<file path="src/rtl/dwc_pkg.sv">
package dwc_pkg;
  typedef enum logic [1:0] {
    RK_NORMAL = 2'd0,
    RK_SPLIT  = 2'd1,
    RK_SAT    = 2'd2
  } run_kind_e;
endpackage

</file>
<file path="src/rtl/dwc_run_tracker.sv">
module dwc_run_tracker #(
  parameter int CODE_W  = 8,
  parameter int RUN_MAX = 32,
  parameter int LEN_W   = 6
) (
  input  logic              clk,
  input  logic              rst,
  input  logic              in_valid,
  input  logic [CODE_W-1:0] in_code,
  output logic              done_valid,
  output logic [CODE_W-1:0] done_code,
  output logic [LEN_W-1:0]  done_len,
  output logic              done_sat
);
  localparam logic [LEN_W-1:0] LEN_CAP = LEN_W'(RUN_MAX);

  logic              have_q;
  logic [CODE_W-1:0] cur_code_q;
  logic [LEN_W-1:0]  cur_len_q;
  logic              cur_sat_q;

  always_ff @(posedge clk) begin
    if (rst) begin
      have_q     <= 1'b0;
      cur_code_q <= '0;
      cur_len_q  <= '0;
      cur_sat_q  <= 1'b0;
      done_valid <= 1'b0;
      done_code  <= '0;
      done_len   <= '0;
      done_sat   <= 1'b0;
    end else begin
      done_valid <= 1'b0;
      if (in_valid) begin
        if (!have_q) begin
          have_q     <= 1'b1;
          cur_code_q <= in_code;
          cur_len_q  <= LEN_W'(1);
          cur_sat_q  <= 1'b0;
        end else if (in_code == cur_code_q) begin
          if (cur_len_q == LEN_CAP) begin
            // chunk boundary of an over-long run
            done_valid <= 1'b1;
            done_code  <= cur_code_q;
            done_len   <= cur_len_q;
            done_sat   <= 1'b1;
            cur_len_q  <= LEN_W'(1);
            cur_sat_q  <= 1'b1;
          end else begin
            cur_len_q <= cur_len_q + LEN_W'(1);
          end
        end else begin
          done_valid <= 1'b1;
          done_code  <= cur_code_q;
          done_len   <= cur_len_q;
          done_sat   <= cur_sat_q;
          cur_code_q <= in_code;
          cur_len_q  <= LEN_W'(1);
          cur_sat_q  <= 1'b0;
        end
      end
    end
  end
endmodule

</file>
<file path="src/rtl/dwc_dwell_avg.sv">
module dwc_dwell_avg #(
  parameter int LEN_W     = 6,
  parameter int AVG_FRAC  = 4,
  parameter int AVG_SHIFT = 2,
  parameter int AVG_INIT  = 5,
  parameter int AVG_W     = LEN_W + AVG_FRAC
) (
  input  logic             clk,
  input  logic             rst,
  input  logic             done_valid,
  input  logic [LEN_W-1:0] done_len,
  input  logic             done_sat,
  output logic [AVG_W-1:0] avg_q,
  output logic [LEN_W-1:0] thresh
);
  localparam int EXT_W = AVG_W + 2;
  localparam logic [AVG_W-1:0] AVG_RST = AVG_W'(AVG_INIT * (2 ** AVG_FRAC));

  logic                    warm_q;
  logic signed [EXT_W-1:0] sample_fx;
  logic signed [EXT_W-1:0] avg_ext;
  logic signed [EXT_W-1:0] diff;
  logic signed [EXT_W-1:0] step;
  logic signed [EXT_W-1:0] sum;
  logic [LEN_W-1:0]        int_part;

  always_comb begin
    sample_fx = $signed({2'b00, done_len, {AVG_FRAC{1'b0}}});
    avg_ext   = $signed({2'b00, avg_q});
    diff      = sample_fx - avg_ext;
    step      = diff >>> AVG_SHIFT;
    sum       = avg_ext + step;
    int_part  = avg_q[AVG_W-1:AVG_FRAC];
    thresh    = (int_part == '0) ? LEN_W'(1) : int_part;
  end

  always_ff @(posedge clk) begin
    if (rst) begin
      avg_q  <= AVG_RST;
      warm_q <= 1'b0;
    end else if (done_valid && !done_sat) begin
      warm_q <= 1'b1;
      if (warm_q) avg_q <= sum[AVG_W-1:0];
    end
  end
endmodule

</file>
<file path="src/rtl/dwc_run_queue.sv">
module dwc_run_queue #(
  parameter int DW    = 16,
  parameter int DEPTH = 64
) (
  input  logic          clk,
  input  logic          rst,
  input  logic          push,
  input  logic [DW-1:0] din,
  input  logic          pop,
  output logic [DW-1:0] dout,
  output logic          empty,
  output logic          full
);
  localparam int AW = $clog2(DEPTH);

  logic [DW-1:0] mem [DEPTH];
  logic [AW:0]   wr_q;
  logic [AW:0]   rd_q;

  always_ff @(posedge clk) begin
    if (push) mem[wr_q[AW-1:0]] <= din;
  end

  always_ff @(posedge clk) begin
    if (rst) begin
      wr_q <= '0;
      rd_q <= '0;
    end else begin
      if (push) wr_q <= wr_q + 1'b1;
      if (pop)  rd_q <= rd_q + 1'b1;
    end
  end

  assign dout  = mem[rd_q[AW-1:0]];
  assign empty = (wr_q == rd_q);
  assign full  = (wr_q[AW] != rd_q[AW]) && (wr_q[AW-1:0] == rd_q[AW-1:0]);
endmodule

</file>
<file path="src/rtl/dwc_emitter.sv">
module dwc_emitter
  import dwc_pkg::*;
#(
  parameter int CODE_W = 8,
  parameter int LEN_W  = 6
) (
  input  logic              clk,
  input  logic              rst,
  input  logic              q_empty,
  input  run_kind_e         head_kind,
  input  logic [CODE_W-1:0] head_code,
  input  logic [LEN_W-1:0]  head_len,
  input  logic [LEN_W-1:0]  head_keep,
  output logic              pop,
  output logic              out_valid,
  output logic [CODE_W:0]   out_code,
  output logic              out_sat
);
  logic              busy_q;
  run_kind_e         kind_q;
  logic [CODE_W-1:0] code_q;
  logic [LEN_W-1:0]  len_q;
  logic [LEN_W-1:0]  keep_q;
  logic [LEN_W-1:0]  idx_q;

  run_kind_e         a_kind;
  logic [CODE_W-1:0] a_code;
  logic [LEN_W-1:0]  a_len;
  logic [LEN_W-1:0]  a_keep;
  logic [LEN_W-1:0]  a_idx;
  logic              fire;
  logic              last;
  logic              in_base;
  logic [CODE_W:0]   nxt_code;

  always_comb begin
    a_kind  = busy_q ? kind_q : head_kind;
    a_code  = busy_q ? code_q : head_code;
    a_len   = busy_q ? len_q  : head_len;
    a_keep  = busy_q ? keep_q : head_keep;
    a_idx   = busy_q ? idx_q  : '0;
    fire    = busy_q || !q_empty;
    pop     = !busy_q && !q_empty;
    last    = (a_idx == a_len - LEN_W'(1));
    in_base = (a_idx < a_keep);
    case (a_kind)
      RK_SPLIT: nxt_code = in_base ? {a_code, 1'b0} : {a_code, 1'b1};
      RK_SAT:   nxt_code = {a_code, 1'b0};
      default:  nxt_code = in_base ? {a_code, 1'b0} : {a_code + CODE_W'(1), 1'b0};
    endcase
  end

  always_ff @(posedge clk) begin
    if (rst) begin
      busy_q    <= 1'b0;
      kind_q    <= RK_NORMAL;
      code_q    <= '0;
      len_q     <= '0;
      keep_q    <= '0;
      idx_q     <= '0;
      out_valid <= 1'b0;
      out_code  <= '0;
      out_sat   <= 1'b0;
    end else begin
      out_valid <= fire;
      out_code  <= fire ? nxt_code : '0;
      out_sat   <= fire && (a_kind == RK_SAT);
      if (fire) begin
        if (last) begin
          busy_q <= 1'b0;
        end else begin
          busy_q <= 1'b1;
          idx_q  <= a_idx + LEN_W'(1);
          if (!busy_q) begin
            kind_q <= head_kind;
            code_q <= head_code;
            len_q  <= head_len;
            keep_q <= head_keep;
          end
        end
      end
    end
  end
endmodule

</file>
<file path="src/rtl/dwell_corrector.sv">
module dwell_corrector
  import dwc_pkg::*;
#(
  parameter int CODE_W    = 8,
  parameter int RUN_MAX   = 32,
  parameter int QDEPTH    = 64,
  parameter int AVG_INIT  = 5,
  parameter int AVG_FRAC  = 4,
  parameter int AVG_SHIFT = 2
) (
  input  logic              clk,
  input  logic              rst,
  input  logic              in_valid,
  input  logic [CODE_W-1:0] in_code,
  output logic              out_valid,
  output logic [CODE_W:0]   out_code,
  output logic              out_sat
);
  localparam int LEN_W = $clog2(RUN_MAX + 1);
  localparam int AVG_W = LEN_W + AVG_FRAC;
  localparam int DW    = 2 + CODE_W + 2 * LEN_W;

  logic              done_valid;
  logic [CODE_W-1:0] done_code;
  logic [LEN_W-1:0]  done_len;
  logic              done_sat;
  logic [AVG_W-1:0]  avg_q;
  logic [LEN_W-1:0]  thresh;

  run_kind_e         d_kind;
  logic [LEN_W-1:0]  d_keep;
  logic              flagged;
  logic              q_push;
  logic              q_pop;
  logic              q_empty;
  logic              q_full;
  logic [DW-1:0]     q_din;
  logic [DW-1:0]     q_dout;

  dwc_run_tracker #(.CODE_W(CODE_W), .RUN_MAX(RUN_MAX), .LEN_W(LEN_W)) u_track (
    .clk(clk), .rst(rst), .in_valid(in_valid), .in_code(in_code),
    .done_valid(done_valid), .done_code(done_code),
    .done_len(done_len), .done_sat(done_sat)
  );

  dwc_dwell_avg #(
    .LEN_W(LEN_W), .AVG_FRAC(AVG_FRAC), .AVG_SHIFT(AVG_SHIFT),
    .AVG_INIT(AVG_INIT), .AVG_W(AVG_W)
  ) u_avg (
    .clk(clk), .rst(rst), .done_valid(done_valid), .done_len(done_len),
    .done_sat(done_sat), .avg_q(avg_q), .thresh(thresh)
  );

  always_comb begin
    flagged = (done_code[3:0] == 4'h0) || (done_code[3:0] == 4'hF);
    if (done_sat) begin
      d_kind = RK_SAT;
      d_keep = done_len;
    end else if (flagged) begin
      d_kind = RK_SPLIT;
      d_keep = done_len - (done_len >> 1);
    end else begin
      d_kind = RK_NORMAL;
      d_keep = (done_len < thresh) ? done_len : thresh;
    end
    q_push = done_valid;
    q_din  = {d_kind, done_code, done_len, d_keep};
  end

  dwc_run_queue #(.DW(DW), .DEPTH(QDEPTH)) u_queue (
    .clk(clk), .rst(rst), .push(q_push), .din(q_din), .pop(q_pop),
    .dout(q_dout), .empty(q_empty), .full(q_full)
  );

  dwc_emitter #(.CODE_W(CODE_W), .LEN_W(LEN_W)) u_emit (
    .clk(clk), .rst(rst), .q_empty(q_empty),
    .head_kind(run_kind_e'(q_dout[DW-1 -: 2])),
    .head_code(q_dout[2*LEN_W +: CODE_W]),
    .head_len(q_dout[LEN_W +: LEN_W]),
    .head_keep(q_dout[0 +: LEN_W]),
    .pop(q_pop), .out_valid(out_valid), .out_code(out_code), .out_sat(out_sat)
  );
endmodule

</file>
<file path="config.mk">
export PLATFORM = sky130hd
export DESIGN_NAME = dwell_corrector
export DESIGN_NICKNAME = d
export VERILOG_FILES = /design/src/rtl/dwc_pkg.sv /design/src/rtl/dwc_run_tracker.sv /design/src/rtl/dwc_dwell_avg.sv /design/src/rtl/dwc_run_queue.sv /design/src/rtl/dwc_emitter.sv /design/src/rtl/dwell_corrector.sv
export SDC_FILE = /design/constraint.sdc
export NUM_CORES = 1
export LEC_CHECK = 0
export BUFFER_PORTS_ARGS = -buffer_cell sky130_fd_sc_hd__buf_4
export CELL_PAD_IN_SITES_DETAIL_PLACEMENT = 1
export CELL_PAD_IN_SITES_GLOBAL_PLACEMENT = 2
export CORE_UTILIZATION = 55
export DETAILED_ROUTE_END_ITERATION = 8
export PLACE_DENSITY_LB_ADDON = 0.12
export SLEW_MARGIN = 25
export SYNTH_ARGS = -nofsm -noshare
export SYNTH_HDL_FRONTEND = slang
export SYNTH_SLANG_ARGS = --single-unit
</file>
<file path="constraint.sdc">
create_clock -name clk -period 18.75 [get_ports clk]
set_clock_uncertainty 0.05 [all_clocks]
set_input_delay 3.75 -clock clk [delete_from_list [all_inputs] [get_ports clk]]
set_output_delay 3.75 -clock clk [all_outputs]
set_load 0.02 [all_outputs]
</file>
Word level (Yosys, flattened, before mapping)
Memory sizes are Yosys's and may differ from the RTL's. A register that Yosys moved wholly into a read port is not among the register bits.
Index checks and enable logic that the tools add are counted.
Cells by class
  add/subtract/negate cells: 9
  $lt $le $gt $ge: 2
  eq/ne operators: 10
  multiplexer cells: 34
  bitwise gates (word level): 4
  reduce and logical (&&, ||, !) cells: 17
Operators by type and width (number)
  two-way mux 6 bit: 14
  two-way mux 8 bit: 5
  case mux 9 bit (2 select lines): 1
  adder 7 x 1 -> 7 bit, second input constant: 2
  adder 6 x 1 -> 6 bit, second input constant: 2
  < comparator 6 bit: 2
  two-way mux 1 bit: 11
  subtractor 10 x 10 -> 11 bit: 1
  adder 10 x 9 -> 10 bit: 1
  two-way mux 9 bit: 1
  adder 8 x 1 -> 8 bit, second input constant: 1
  equality test 8 bit: 1
  AND reduction 2 bit: 4
  equality test 7 bit: 1
  equality test 6 bit: 1
  equality test 6 bit, second input constant: 1
  zero test 6 bit: 1
  subtractor 6 x 1 -> 6 bit, second input constant: 1
  subtractor 6 x 5 -> 6 bit: 1
  equality test 4 bit, second input constant: 1
  zero test 4 bit: 1
  two-way mux 2 bit: 2
  inequality test 2 bit, second input constant: 2
  NOT 1 bit: 4
  9 further kinds: 14
Word-level totals
  register bits after elaboration: 97
  RAM bits: 1408
  input bits: 11
  output and inout bits: 11
  memories kept: 1
Memories
  u_queue.mem: words 64, bits a word 22, read ports 1, clocked after memory_dff 1, wr ports 1, line dwc_run_queue.sv:16  | logic [DW-1:0] mem [DEPTH];

Depth between registers and ports, before layout
  depth in word-level cells: 6
  mapped depth: 23

Cells and area by module
From an unflattened synthesis, not the netlist that was laid out.
Second synthesis, totals
  cells, all modules: 3223
  area total of the unflattened synthesis: 60609.4 µm²
By module, submodules not included
  dwc_run_queue: instances 1, cells each 2618, area each 55298.0 µm², sequential area each 42680.9 µm²
  dwc_emitter: instances 1, cells each 249, area each 2282.2 µm², sequential area each 800.8 µm²
  dwc_run_tracker: instances 1, cells each 150, area each 1438.9 µm², sequential area each 640.6 µm²
  dwc_dwell_avg: instances 1, cells each 137, area each 1098.6 µm², sequential area each 220.2 µm²
  dwell_corrector: instances 1, cells each 69, area each 491.7 µm², sequential area each 0.0 µm²

Least setup slack after synthesis
Ideal clock, no wire load.
  path type: register -> register
  from: reg u_track.done_len[1]
  to: mem u_queue.mem[0][5] (netlist bit) (data pin)
  setup time: 702 ps
  arrival time: 5204 ps
  data required time: 17998 ps
  setup slack: 12795 ps
  cell stages (with the launch flop): 10
  path buffers: 0
  period minus slack after synthesis: 5955 ps
  path through: dfxtp_1 ha_1 o21a_1 o21a_1 o21a_1 o21a_1 o21ai_0 a31o_2 a21oi_1 o21ai_0
On the way
  word-level cells in the longest chain between the ends: 4
  elaborated cells on any way between the ends: 5
RTL lines
  from (decl): line dwc_run_tracker.sv:12  | output logic [LEN_W-1:0] done_len,
  from (signal assigned): line dwc_run_tracker.sv:45  | done_len <= cur_len_q;
  from (signal assigned): line dwc_run_tracker.sv:55  | done_len <= cur_len_q;
  < comparator 6 bit: line dwell_corrector.sv:64  | d_keep = (done_len < thresh) ? done_len : thresh;
  two-way mux 6 bit: line dwell_corrector.sv:64
  two-way mux 6 bit (*): line dwell_corrector.sv:59  | end else if (flagged) begin
  two-way mux 6 bit (*): line dwell_corrector.sv:56  | if (done_sat) begin
  net d_keep[5]: line dwell_corrector.sv:31  | logic [LEN_W-1:0] d_keep;
  to (decl): line dwc_run_queue.sv:16
Mark *: on every way through the listed nets, which the timed path passes. The rest lies on a longest branch.

==> summary.txt <==
Outcome
  • Outcome: finished, final reports clean

Floorplan
  • I/O Pins: 22
  • Site Rows: 120
  • Initial Util: between 50 and 60%
  • Die footprint: 110,000 µm²
  • Die Span X: about 330 µm
  • Die height: between 300 and 400 µm
  • Core Area: between 100,000 and 150,000 µm²

Yosys
  • Async SR Flop Fraction: 0%
  • Synth top area share: about 70%
  • Post-synth top area cell: edfxtp_1
  • Ys flop type: edfxtp_1
  • Synthesized area: around 60,000 µm²
  • Most common cell in the netlist: edfxtp_1
  • Post-synthesis cell type count: 79
  • Synthesized flop and latch total: between 1,500 and 2,000
  • Syn avg cell area: approximately 21 µm²
  • Mapped Cells: 2,854
  • Sequential share of the synthesized area: about three quarters
  • Top cells by area, synth: edfxtp_1, mux4_2, dfxtp_1
  • Synth Net Count: 2,902
  • Yosys synthesis warning count: 0
  • Post-synth EDFFs: between 1,000 and 1,500
  • Commonest cells in the netlist: edfxtp_1, mux4_2, nor2_1

Clocking
  • Resize count post-CTS: 0
  • CTS tree: built
  • Root buffer selected by CTS: clkbuf_16
  • # Post-CTS Setup Buffers: 0
  • CTS sink count: between 1,500 and 2,000
  • Cts hold-fix bufs: 0
  • Clock-pin slew on the worst setup and hold paths: 60 ps
  • Clock Path Buffers: 3
  • H-Tree Depth: 4
  • Clk_lat worst skew: roughly 760 ps
  • Total CTS buffers: between 150 and 200

Detailed routing
  • Final ANT Viol Nets: 0
  • Total number of vias: roughly 30,000
  • DRC: 0
  • WL final: 159,000 µm
  • Pre-Repair DR Iteration Count: 5
  • Vias per cell: around 6.6
  • Routed len/inst: 35.1 µm
  • DRT iter0 DRCs: ~3,400

Timing
  • RSZ-0062 raised after global routing: false
  • Period utilization: 41.2%
  • Slew headroom: 27.4%
  • Fin. max-slew vios: 0
  • Min Hold Slack: 428 ps
  • Min Tclk post-route: between 7000 and 8000 ps
  • Setup violators final: 0
  • Final Hold Viols: 0
  • Worst slew pin tran: between 1000 and 1500 ps
  • Achievable Freq: ~0.13 GHz
  • Setup tns final: 0 ps

Global route
  • Vias in the first global route: between 30,000 and 40,000
  • Largest net degree at the start of global routing: 70
  • Total GRT Usage: about 30%
  • Total gr overflow: 0
  • First-pass GRT wire length: 225,000 µm
  • Initial antenna violation count: 13

Finish
  • Final net count: 3,045
  • Layout cells sized above 1: 28.4%
  • Register area: roughly 44,000 µm²
  • Layout area overhead: 12.2%
  • Fill count: 8,835
  • Post-route cell area: between 60,000 and 70,000 µm²
  • Multi-input logic area: ~15,000 µm²

Power
  • Reg power frac: about 48%
  • Pwr dens: around 120 nW/µm²
  • Internal Power: ~5.9 mW
  • Switching part of the total: about a quarter
  • Leak: between 20 and 25 nW
  • Comb power frac: about 14%
  • Switch Pwr: about 1.9 mW
  • Peak VDD IR: a little under 0.00009 V
  • Clock share of power: 38.5%

Critical path
  • Crit start category: flop
  • Crit-path max FO: 38
  • Setup Crit Path Kind: reg2reg
  • Worst EP required: 19,380 ps
  • Crit path DAT: approximately 8400 ps
  • Setup crit end kind: flop

Placement
  • Port Buffers: 21
  • Final Wtd Congestion: a little over 0.9
  • HPWL Detailed: between 90,000 and 100,000 µm
  • Area after DPL: 61,800 µm²

Run
  • Max Cap Viol: 0

Hold path
  • Hold Path Class: reg2reg
==> flip-flops by register name (all words and copies together) (netlist names), 2 cells and up, named ones only <==
register            flops
u_queue.mem          1408
u_avg.avg_q            10
u_emit.out_code         9
u_emit.code_q           8
u_track.cur_code_q      8
u_track.done_code       8
u_queue.rd_q            7
u_queue.wr_q            7
u_emit.idx_q            6
u_emit.keep_q           6
u_emit.len_q            6
u_track.cur_len_q       6
u_track.done_len        6
u_emit.kind_q           2
==> area by class of cell <==
class | count | area share [%]
antenna | 3 | 0.0112
clock buffer | 192 | 6.19
clock inverter | 92 | 1.23
inverter | 36 | 0.202
multi-input combinational | 1157 | 21.8
sequential | 1511 | 66.4
tap | 1403 | 2.63
timing repair buffer | 137 | 1.54
==> cells in the final DEF, fill, tap and decap left out, types with 18 or more instances in the layout <==
cell | Yosys | routed
clkinv_1 | 1 | 32
inv_1 | 34 | 34
ha_1 | 35 | 35
dfxtp_1 | 103 | 83
mux2i_1 | 84 | 84
clkinv_2 | 0 | 35
clkbuf_1 | 74 | 31
a21oi_1 | 65 | 64
nor2_1 | 144 | 85
o21ai_0 | 25 | 19
nand3_1 | 26 | 26
clkbuf_16 | 0 | 160
mux4_2 | 410 | 410
xor2_1 | 21 | 21
nor2_2 | 1 | 59
edfxtp_1 | 1408 | 1408
nand4_1 | 18 | 18
buf_4 | 8 | 136
nand2_1 | 65 | 65
xnor2_1 | 26 | 26
a22oi_1 | 27 | 27
==> path summary, 6_finish.rpt <==
check | from | slack, ps | to | cells past startpoint
min reg2reg | u_emit.code_q[4] | 430 | u_emit.code_q[4] | 2
min | u_emit.code_q[4] | 430 | u_emit.code_q[4] | 2
max | flop | 11030 | u_emit.out_code[8] | 16
max reg2reg | flop | 11030 | u_emit.out_code[8] | 16
==> through the flow <==
stage          instances  total power [mW]  utilization, %  setup slack (ps)
2_1_floorplan       2854              4.62               -             12790
4_1_cts             4528              7.90            62.3             10860
5_1_grt             4528              8.07            62.3             10530
3_5_place_dp        4244              4.90            57.7             10890
3_3_place_gp        4244              4.88            57.7             10970
6_report            4531              7.85            62.3             11030
==> power by group through the flow <==
stage | registers (mW) | logic (mW) | clock network, mW
finish | 3.73 | 1.10 | 3.02
global route | 3.73 | 1.17 | 3.17
floorplan | 3.77 | 0.843 | 0
detailed placement | 3.80 | 1.10 | 0
CTS | 3.73 | 1.11 | 3.07
global placement | 3.80 | 1.08 | 0
==> routing by layer <==
layer / track usage [%] / vias to the layer above / share of wire, %
li1: - / 12100 / -
met1: 41.2 / 16200 / 40
met2: 47.9 / 1248 / 49
met3: 5.05 / 259 / 7.1
met4: 10.9 / 6 / 3.5
met5: 0 / - / 0.023
==> worst max-delay path: stages, from the launching register on <==
cell and delay (ps):
dfxtp_4 740, buf_4 730, buf_4 680, buf_4 730
mux4_2 610, mux4_2 560, mux4_2 480, mux2i_1 250
ha_1 280, and3_1 210, a221o_1 300, a221oi_1 780
nor2b_1 260, and3b_4 270, and4b_1 190, or3_1 320
a21oi_2 110
==> cells by family after synthesis <==
| group | synth area share [%] |
|---|---|
| XOR/XNOR | 0.691 |
| AND/OR/NAND/NOR | 2.95 |
| AO/OA/AOI/OAI | 2.20 |
| multiplexers | 17.4 |
| buffers and inverters | 1.56 |
| adder cells (fa/ha/maj) | 0.802 |
| flip-flops | 74.4 |
Note: power is estimated with default switching activity, not from simulation.
